<file path="src/rtl/sef_pkg.sv">
package sef_pkg;
  localparam int ADDR_W  = 6;
  localparam int DATA_W  = 16;
  localparam int FRAME_W = ADDR_W + DATA_W + 2;

  // Field order inside the frame is fixed by the peripheral decoding it.
  typedef struct packed {
    logic              rd;
    logic [ADDR_W-1:0] addr;
    logic              par;
    logic [DATA_W-1:0] data;
  } frame_t;

  // Build a frame whose total count of ones is even.
  function automatic frame_t make_frame(input logic rd,
                                        input logic [ADDR_W-1:0] addr,
                                        input logic [DATA_W-1:0] data);
    frame_t f;
    f.rd   = rd;
    f.addr = addr;
    f.data = data;
    f.par  = 1'b0;
    f.par  = ^f;
    return f;
  endfunction
endpackage

</file>
<file path="src/rtl/sef_gap_timer.sv">
module sef_gap_timer #(
  parameter int GAP_W = 6
) (
  input  logic             clk,
  input  logic             rst_n,
  input  logic             cs_n,
  input  logic [GAP_W-1:0] gap_min,
  output logic             gap_ok
);
  logic [GAP_W-1:0] hi_cnt;

  // Counts cycles with chip select high, saturating; restarts at reset.
  always_ff @(posedge clk or negedge rst_n) begin
    if (!rst_n)              hi_cnt <= '0;
    else if (!cs_n)          hi_cnt <= '0;
    else if (hi_cnt != '1)   hi_cnt <= hi_cnt + GAP_W'(1);
  end

  assign gap_ok = cs_n && (hi_cnt >= gap_min);
endmodule

</file>
<file path="src/rtl/sef_shifter.sv">
module sef_shifter
  import sef_pkg::*;
#(
  parameter int DIV_W = 8
) (
  input  logic               clk,
  input  logic               rst_n,
  input  logic               start,
  input  frame_t             frame,
  input  logic [DIV_W-1:0]   half_per,
  input  logic               poci,
  output logic               sclk,
  output logic               pico,
  output logic               busy,
  output logic               done,
  output logic [FRAME_W-1:0] rx_word
);
  localparam int CNT_W = $clog2(FRAME_W + 1);

  logic [DIV_W-1:0]   div_cnt;
  logic [DIV_W-1:0]   half_eff;
  logic [CNT_W-1:0]   bit_cnt;
  logic [FRAME_W-1:0] tx_sh;
  logic [FRAME_W-1:0] rx_sh;
  logic               tick, rise_evt, fall_evt, last_fall;

  assign half_eff  = (half_per == '0) ? DIV_W'(1) : half_per;
  assign tick      = busy && (div_cnt == half_eff - DIV_W'(1));
  assign rise_evt  = tick && !sclk;
  assign fall_evt  = tick && sclk;
  assign last_fall = fall_evt && (bit_cnt == CNT_W'(FRAME_W));
  assign pico      = tx_sh[FRAME_W-1];

  always_ff @(posedge clk or negedge rst_n) begin
    if (!rst_n) begin
      busy    <= 1'b0;
      sclk    <= 1'b0;
      done    <= 1'b0;
      div_cnt <= '0;
      bit_cnt <= '0;
      tx_sh   <= '0;
      rx_sh   <= '0;
      rx_word <= '0;
    end else begin
      done <= last_fall;
      if (!busy) begin
        if (start) begin
          busy    <= 1'b1;
          sclk    <= 1'b0;
          div_cnt <= '0;
          bit_cnt <= '0;
          tx_sh   <= frame;
        end
      end else if (tick) begin
        div_cnt <= '0;
        sclk    <= ~sclk;
        if (rise_evt) begin
          rx_sh   <= {rx_sh[FRAME_W-2:0], poci};
          bit_cnt <= bit_cnt + CNT_W'(1);
        end else if (last_fall) begin
          busy    <= 1'b0;
          rx_word <= rx_sh;
        end else begin
          tx_sh <= {tx_sh[FRAME_W-2:0], 1'b0};
        end
      end else begin
        div_cnt <= div_cnt + DIV_W'(1);
      end
    end
  end

  // every frame loaded for shifting has even parity
  p_parity_even_r2: assert property (@(posedge clk) disable iff (!rst_n)
    $rose(busy) |-> !(^tx_sh));

  // no rising edge beyond the last frame bit
  p_edge_limit_r4: assert property (@(posedge clk) disable iff (!rst_n)
    rise_evt |-> (bit_cnt < CNT_W'(FRAME_W)));

  // clock idles low outside a frame
  p_sclk_idle_r4: assert property (@(posedge clk) disable iff (!rst_n)
    !busy |-> !sclk);
endmodule

</file>
<file path="src/rtl/spi_reg_frame_engine.sv">
module spi_reg_frame_engine
  import sef_pkg::*;
#(
  parameter int DIV_W = 8,
  parameter int GAP_W = 6
) (
  input  logic               clk,
  input  logic               rst_n,
  input  logic [DIV_W-1:0]   cfg_half,
  input  logic [GAP_W-1:0]   cfg_gap,
  input  logic               req_valid,
  output logic               req_ready,
  input  logic               req_read,
  input  logic [ADDR_W-1:0]  req_addr,
  input  logic [DATA_W-1:0]  req_wdata,
  output logic               rsp_valid,
  output logic [FRAME_W-1:0] rsp_data,
  output logic               sclk,
  output logic               cs_n,
  output logic               pico,
  input  logic               poci
);
  logic   busy, gap_ok, start;
  frame_t frame;

  assign frame     = make_frame(req_read, req_addr, req_wdata);
  assign cs_n      = ~busy;
  assign req_ready = !busy && gap_ok;
  assign start     = req_valid && req_ready;

  sef_gap_timer #(.GAP_W(GAP_W)) i_gap (
    .clk     (clk),
    .rst_n   (rst_n),
    .cs_n    (cs_n),
    .gap_min (cfg_gap),
    .gap_ok  (gap_ok)
  );

  sef_shifter #(.DIV_W(DIV_W)) i_shift (
    .clk      (clk),
    .rst_n    (rst_n),
    .start    (start),
    .frame    (frame),
    .half_per (cfg_half),
    .poci     (poci),
    .sclk     (sclk),
    .pico     (pico),
    .busy     (busy),
    .done     (rsp_valid),
    .rx_word  (rsp_data)
  );

  // Independent measure of chip-select high time for the gap check.
  logic [GAP_W-1:0] cs_hi_len;
  always_ff @(posedge clk or negedge rst_n) begin
    if (!rst_n)                 cs_hi_len <= '0;
    else if (!cs_n)             cs_hi_len <= '0;
    else if (cs_hi_len != '1)   cs_hi_len <= cs_hi_len + GAP_W'(1);
  end

  // chip select was high long enough before each frame
  p_min_gap_r7: assert property (@(posedge clk) disable iff (!rst_n)
    $fell(cs_n) |-> (cs_hi_len >= cfg_gap));

  // an accepted request starts a frame on the next cycle
  p_accept_starts_r8: assert property (@(posedge clk) disable iff (!rst_n)
    start |=> !cs_n);

  // no readiness while a frame is in flight
  p_busy_not_ready_r8: assert property (@(posedge clk) disable iff (!rst_n)
    !cs_n |-> !req_ready);

  // clock activity only under an asserted chip select
  p_sclk_under_cs_r3: assert property (@(posedge clk) disable iff (!rst_n)
    sclk |-> !cs_n);

  // completion coincides with chip select returning high
  p_done_at_release_r6: assert property (@(posedge clk) disable iff (!rst_n)
    rsp_valid |-> $rose(cs_n));

  // completion strobe lasts one cycle
  p_done_single_r6: assert property (@(posedge clk) disable iff (!rst_n)
    rsp_valid |=> !rsp_valid);
endmodule

</file>
<file path="config.mk">
export PLATFORM = sky130hd
export DESIGN_NAME = spi_reg_frame_engine
export DESIGN_NICKNAME = d
export VERILOG_FILES = /design/src/rtl/sef_pkg.sv /design/src/rtl/sef_gap_timer.sv /design/src/rtl/sef_shifter.sv /design/src/rtl/spi_reg_frame_engine.sv
export SDC_FILE = /design/constraint.sdc
export NUM_CORES = 1
export LEC_CHECK = 0
export BUFFER_PORTS_ARGS = -buffer_cell sky130_fd_sc_hd__buf_2
export CORE_UTILIZATION = 42
export CTS_CLUSTER_SIZE = 30
export DETAILED_ROUTE_END_ITERATION = 8
export HOLD_SLACK_MARGIN = 0.06
export PLACE_DENSITY_LB_ADDON = 0.3
export RECOVER_POWER = 50
export SYNTH_ARGS = -nofsm -noshare
export SYNTH_HDL_FRONTEND = slang
export SYNTH_SLANG_ARGS = --single-unit
</file>
<file path="constraint.sdc">
create_clock -name clk -period 2.4 [get_ports clk]
set_input_delay 0.12 -clock clk [delete_from_list [all_inputs] [get_ports clk]]
set_output_delay 0.12 -clock clk [all_outputs]
set_load 0.005 [all_outputs]
</file>
Yosys cells after proc, flatten, opt, wreduce, memory -nomap -nowiden
Cells that the tools add are included.

Register bits: 94. Bits of input ports: 41. Output and inout port bits: 29.

Add/subtract/negate cells: 4. Magnitude comparators: 1. Equal/unequal tests: 7. Mux-type cells: 23. Bitwise operators: 3. Reductions and logical operators: 18.

Operators with widths (count): 24-bit two-way mux (5); 8-bit two-way mux (4); 24-bit parity (1); 5-bit two-way mux (4); 6-bit two-way mux (2); 8-bit by 1-bit adder with 8-bit output (second input constant) (1); 8-bit equality test (1); 8-bit logical NOT (1); 1-bit two-way mux (8); 2-bit inequality test (second input constant) (4); 4-bit AND reduction (2); 8-bit by 1-bit subtractor with 8-bit output (second input constant) (1); 1-bit logical AND (7); 6-bit by 1-bit adder with 6-bit output (second input constant) (1); 6-bit greater-or-equal comparator (1); 6-bit inequality test (second input constant) (1); 3-bit AND reduction (2); 5-bit by 1-bit adder with 5-bit output (second input constant) (1); 5-bit equality test (second input constant) (1); 2-bit nonzero test (2); 1-bit inverter (3); 1-bit logical NOT (2); 2-bit AND reduction (1).

Logic depth before layout (Yosys ltp)
Word-level depth: 11. Mapped depth: 13.

Hierarchy
From an unflattened synthesis, not the netlist that was laid out.

Cell total of the unflattened synthesis: 405. Area total of the unflattened synthesis: 4760.8 um2.

Modules (own cells, without submodules): sef_shifter (times used 1, cells each 332, area each 4092.7 um2, sequential area each 2202.1 um2); sef_gap_timer (times used 1, cells each 49, area each 454.2 um2, sequential area each 150.1 um2); spi_reg_frame_engine (times used 1, cells each 24, area each 214.0 um2, sequential area each 0.0 um2).

Least setup slack after synthesis
OpenSTA, ideal clock, no wires.

Path kind: input to register. Start point: input cfg_half[3]. End point: register i_shift.rx_sh[0]. Arrival time: 2904 ps. Data required time: 2275 ps. Slack: -629 ps. Stages on the path: 12. Path buffers: 2. Path through: buf_6 nor4_1 and3_1 nor2_1 ha_1 xnor2_1 a221o_1 a21oi_1 o2111ai_4 nor4_4 buf_6 mux2_2.

Longest elaborated chain between the ends: 7.

RTL lines: from (decl) (RTL line spi_reg_frame_engine.sv:9) `input logic [DIV_W-1:0] cfg_half,`; 8-bit logical NOT (RTL line sef_shifter.sv:27) `assign half_eff = (half_per == '0) ? DIV_W'(1) : half_per;`; 8-bit two-way mux * (RTL line sef_shifter.sv:27); 8-bit by 1-bit subtractor with 8-bit output * (RTL line sef_shifter.sv:28) `assign tick = busy && (div_cnt == half_eff - DIV_W'(1));`; 8-bit equality test * (RTL line sef_shifter.sv:28); 1-bit logical AND * (RTL line sef_shifter.sv:28); 1-bit logical AND (RTL line sef_shifter.sv:29) `assign rise_evt = tick && !sclk;`; 3-bit AND reduction (no source line) *; to (signal assigned) (RTL line sef_shifter.sv:58) `rx_sh <= {rx_sh[FRAME_W-2:0], poci};`; to (decl) (RTL line sef_shifter.sv:24) `logic [FRAME_W-1:0] rx_sh;`.

Every way passes the cells marked *; elsewhere a longest branch is shown, timed or not. A chain may end at the register's enable or synchronous reset.

Worst setup path in the final report
Start point: input cfg_half[4]. End point: register i_shift.rx_sh[21].

Same word-level chain as after synthesis.

==> qor.tcl <==
set qor(die_height_um) 110
set qor(synth_warnings) 0
set qor(via_count) 3365
set qor(die_area_sq_um) 12200
set qor(worstPathBufferInverterCount) 4
set qor(worst_slew_slack_as_a_fraction_of_its_limit_pct) -5.84
set qor(clk_pin_slew_ps) 70
set qor(rsz_0062_raised_after_global_routing) {yes}
set qor(vdd_ir_drop_max_uv) 413
set qor(p_per_area_nw_per_um2) 807
set qor(finalCriticalPeriod_ps) 2580
set qor(remaining_drc_errors) 0
set qor(crit_path_start_kind) {input pin}
set qor(crit_chain) {buf_8, nor4_4, and3_1, nor2_1, ha_1, xnor2_1, a221o_1, a21oi_2, o2111ai_4, buf_6, nor4_4, buf_6, buf_12, mux2_2}
set qor(firstDrtPassIters) 4
set qor(synthFlopType) {sky130_fd_sc_hd__dfrtp_1}
set qor(synth.distinct_cells) 50
set qor(netlist_area_sq_um) 4930
set qor(synth.avg_cell_area_sq_um) 13.1
set qor(critical-path-max-stage-delay_ps) 350
set qor(layout.filler_cells) 977
set qor(grt.total_usage_pct) 17.4
set qor(regToRegStartpoint) {i_shift.div_cnt[4]$_DFFE_PN0P_}
set qor(required_ps) 2630
set qor(initialDrtViolationCount) 134
set qor(yosysSeqAreaShare_pct) 47.7
set qor(total_power_uw) 5250
set qor(hold_class) {input pin to flip-flop}
set qor(clock_sink_count) 94
set qor(worstPathArrival_ps) 2810
set qor(p_leak_uw) 0.00326
set qor(wire_per_inst_um) 16.1
set qor(crit_path_setup_slack_layout_ps) -183
set qor(area.growth.synth_to_final_pct) 32.0
set qor(insertedDiodeCount) 0
set qor(design.final.nets) 554
set qor(place.detailed.instances) 610
set qor(switching_share_of_power_pct) 30.6
set qor(power.sequential.fraction_pct) 39.8
set qor(pwr-share-clk_pct) 27.7
set qor(post_layout_nonfiller_instances) 650
set qor(antenna_violations_before_repair) 0
set qor(drtAntennaViolNets) 0
set qor(cts.htree.levels) 3
set qor(core.rowCount) 39
set qor(critical_path.top_delay_family) {simple AND/OR/NAND/NOR gates}
set qor(final-hold-violation-count) 0
set qor(design.portCount) 70
set qor(total_switching_power_uw) 1600
set qor(layout_worst_path_cycle_share_pct) 108
set qor(worstHoldStart) {req_wdata[0]}
set qor(criticalPathCategory) {input pin to flip-flop}
set qor(globalplace.congestion) 0.825
set qor(cts_inserted_buffers) 9
set qor(cp_slowest_cell) {sky130_fd_sc_hd__mux2_2}
set qor(initial_core_utilization_pct) 43.2
set qor(first_pass_grt_wire_length_mm) 16.1
set qor(placeableCoreArea_sq_um) 11400
set qor(status) {complete, but fails checks}
set qor(final_max_slew_viol_count) 31
set qor(worst_pin_slew_ps) 1590
set qor(die_w_um) 110
set qor(port-buffer-count) 69
set qor(final_layout_size_suffix_gt1_share_pct) 50.1
set qor(fin_worst_skew_ps) 8.14
set qor(crit_path_start) {cfg_half[4]}
set qor(insertion_delay_ps) 340
set qor(worst_path_fanout_max) 14
set qor(drt-vias-per-instance) 5.18
set qor(syn_inst) 377
set qor(power_frac_comb_pct) 32.5
set qor(synth_enable_flop_cells) 0
set qor(grt_pass1_vias) 3339
set qor(place_worst_setup_slack_ps) -571
set qor(grt_overflow) 0
set qor(postSynthNetCount) 429
set qor(setup_viol_count_final) 76
set qor(final_util_pct) 57.0
set qor(cts.path.max_buffers) 2
set qor(failed_checks) {max-capacitance violations, max-slew violations, negative setup slack}
set qor(postRouteWirelength_mm) 10.5
set qor(timing.critical_path.to_type) {flip-flop}
set qor(maxClockFrequency_mhz) 387
set qor(synth.ff_latch_count) 94
set qor(max-cap-violations) 1
set qor(async_flop_share_pct) 100
set qor(post-dp-hpwl_mm) 6.66
set qor(tritoncts) {done}
set qor(worst_hold_slack_ps) 163
set qor(p_int_uw) 3650
set qor(cts_root_buffer) {sky130_fd_sc_hd__clkbuf_16}
set qor(grt_max_degree) 42
==> synthesized netlist by cell type, types with 6 or more instances <==
library cell | instances | share of area (%)
sky130_fd_sc_hd__inv_1 | 17 | 1.3
sky130_fd_sc_hd__ha_1 | 11 | 2.8
sky130_fd_sc_hd__o21ai_0 | 6 | 0.61
sky130_fd_sc_hd__xnor2_1 | 29 | 5.2
sky130_fd_sc_hd__nand3_1 | 11 | 1.1
sky130_fd_sc_hd__mux2_2 | 75 | 17
sky130_fd_sc_hd__and3_1 | 6 | 0.76
sky130_fd_sc_hd__dfrtp_1 | 94 | 48
sky130_fd_sc_hd__mux2_4 | 20 | 6.1
sky130_fd_sc_hd__nand2_1 | 8 | 0.61
sky130_fd_sc_hd__buf_6 | 8 | 1.8
sky130_fd_sc_hd__nor2_1 | 15 | 1.1
sky130_fd_sc_hd__a21oi_1 | 11 | 1.1
==> final timing paths <==
check	endpoint	slack (ps)	depth (start not counted)
worst max-delay path	i_shift.rx_sh[21]$_DFFE_PN0P_	-180	14
worst min-delay path	i_shift.tx_sh[0]$_DFFE_PN0P_	160	3
worst max register to register	i_shift.tx_sh[0]$_DFFE_PN0P_	-80	9
worst min register to register	i_shift.tx_sh[23]$_DFFE_PN0P_	510	1
max in group asynchronous	i_gap.hi_cnt[2]$_DFFE_PN0P_	250	3
min in group asynchronous	i_shift.tx_sh[20]$_DFFE_PN0P_	710	2
==> layer usage <==
| layer | routed length [um] | GRT usage (%) |
|---|---|---|
| met1 | 4880 | 23.3 |
| met2 | 5060 | 27.3 |
| met3 | 399 | 4.00 |
| met4 | 155 | 7.05 |
| met5 | 0 | 0 |
==> cells by family (layout without fill, tap and decap cells) <==
logic type	count (synthesis)	in the layout	synth area share, %
compound gates	40	40	6.29
xor+xnor	33	33	5.86
fa+ha+maj	11	11	2.79
buf+inv	30	160	4.31
flops	94	94	47.7
mux	99	99	24.1
simple gates	70	70	8.98
==> cell type report <==
cell class                 count  area [sq um]  share of cell area, %
clock buffer                   9           225                   3.46
tap                          143           179                   2.75
timing repair buffer         127          1010                   15.6
inverter                      17          63.8                  0.980
sequential                    94          2350                   36.1
clock inverter                 7          80.1                   1.23
multi-input combinational    253          2590                   39.9
==> tightest hold or removal path: stages <==
cell and delay (ps):
sky130_fd_sc_hd__buf_2 90, sky130_fd_sc_hd__nor2b_1 110, sky130_fd_sc_hd__mux2_2 140
==> power by group through the flow <==
| stage | clock [uW] | combinational, uW | sequential (uW) |
|---|---|---|---|
| after floorplan | 0 | 1240 | 2070 |
| after global placement | 0 | 1570 | 2090 |
| after detailed placement | 0 | 1610 | 2110 |
| after CTS | 1500 | 1680 | 2080 |
| after global routing | 1570 | 1860 | 2130 |
| final | 1450 | 1710 | 2090 |
==> cell usage in the layout (no fill, tap or decap), types with 2 or more instances in the layout <==
master and instances:
sky130_fd_sc_hd__a211o_1 2, sky130_fd_sc_hd__a21o_1 4, sky130_fd_sc_hd__a21oi_1 9, sky130_fd_sc_hd__a22o_1 3
sky130_fd_sc_hd__a311oi_1 2, sky130_fd_sc_hd__and3_1 6, sky130_fd_sc_hd__buf_12 4, sky130_fd_sc_hd__buf_16 3
sky130_fd_sc_hd__buf_2 66, sky130_fd_sc_hd__buf_4 34, sky130_fd_sc_hd__buf_6 8, sky130_fd_sc_hd__buf_8 4
sky130_fd_sc_hd__clkbuf_16 12, sky130_fd_sc_hd__dfrtp_1 94, sky130_fd_sc_hd__dlygate4sd3_1 3, sky130_fd_sc_hd__ha_1 11
sky130_fd_sc_hd__inv_1 17, sky130_fd_sc_hd__inv_6 3, sky130_fd_sc_hd__mux2_2 38, sky130_fd_sc_hd__mux2_4 58
sky130_fd_sc_hd__mux2i_1 3, sky130_fd_sc_hd__nand2_1 8, sky130_fd_sc_hd__nand3_1 11, sky130_fd_sc_hd__nand4_1 2
sky130_fd_sc_hd__nor2_1 15, sky130_fd_sc_hd__nor3_1 4, sky130_fd_sc_hd__nor4_4 5, sky130_fd_sc_hd__nor4b_1 2
sky130_fd_sc_hd__o21ai_0 6, sky130_fd_sc_hd__o31ai_1 3, sky130_fd_sc_hd__or3_1 3, sky130_fd_sc_hd__or4_4 2
sky130_fd_sc_hd__xnor2_1 28, sky130_fd_sc_hd__xor2_1 4
==> per-stage QoR <==
stage,cell area [sq um],TNS [ps]
finish,6510,-10470
CTS,6240,-10900
floorplan,5040,-28350
global route,6510,-25540
global placement,5730,-37420
detailed placement,5730,-40700
==> what timing repair did <==
| item | 4_1_cts | 5_1_grt |
|---|---|---|
| gates resized for setup | 15 | 29 |
| gates cloned | 3 | 5 |
| setup buffers | 5 | 8 |
| hold buffers | 3 | 0 |
| endpoints found under the setup margin | 75 | 77 |
| endpoints found under the hold margin | 30 | 0 |
| pin swaps | 1 | 4 |
==> sequential cells by signal (all words and copies together), names as in the netlist <==
register,count
i_shift.rx_sh,24
i_shift.rx_word,24
i_shift.tx_sh,24
i_shift.div_cnt,8
i_gap.hi_cnt,6
i_shift.bit_cnt,5
i_shift.busy,1
i_shift.done,1
i_shift.sclk,1
Power figures use the tool's default switching activity.
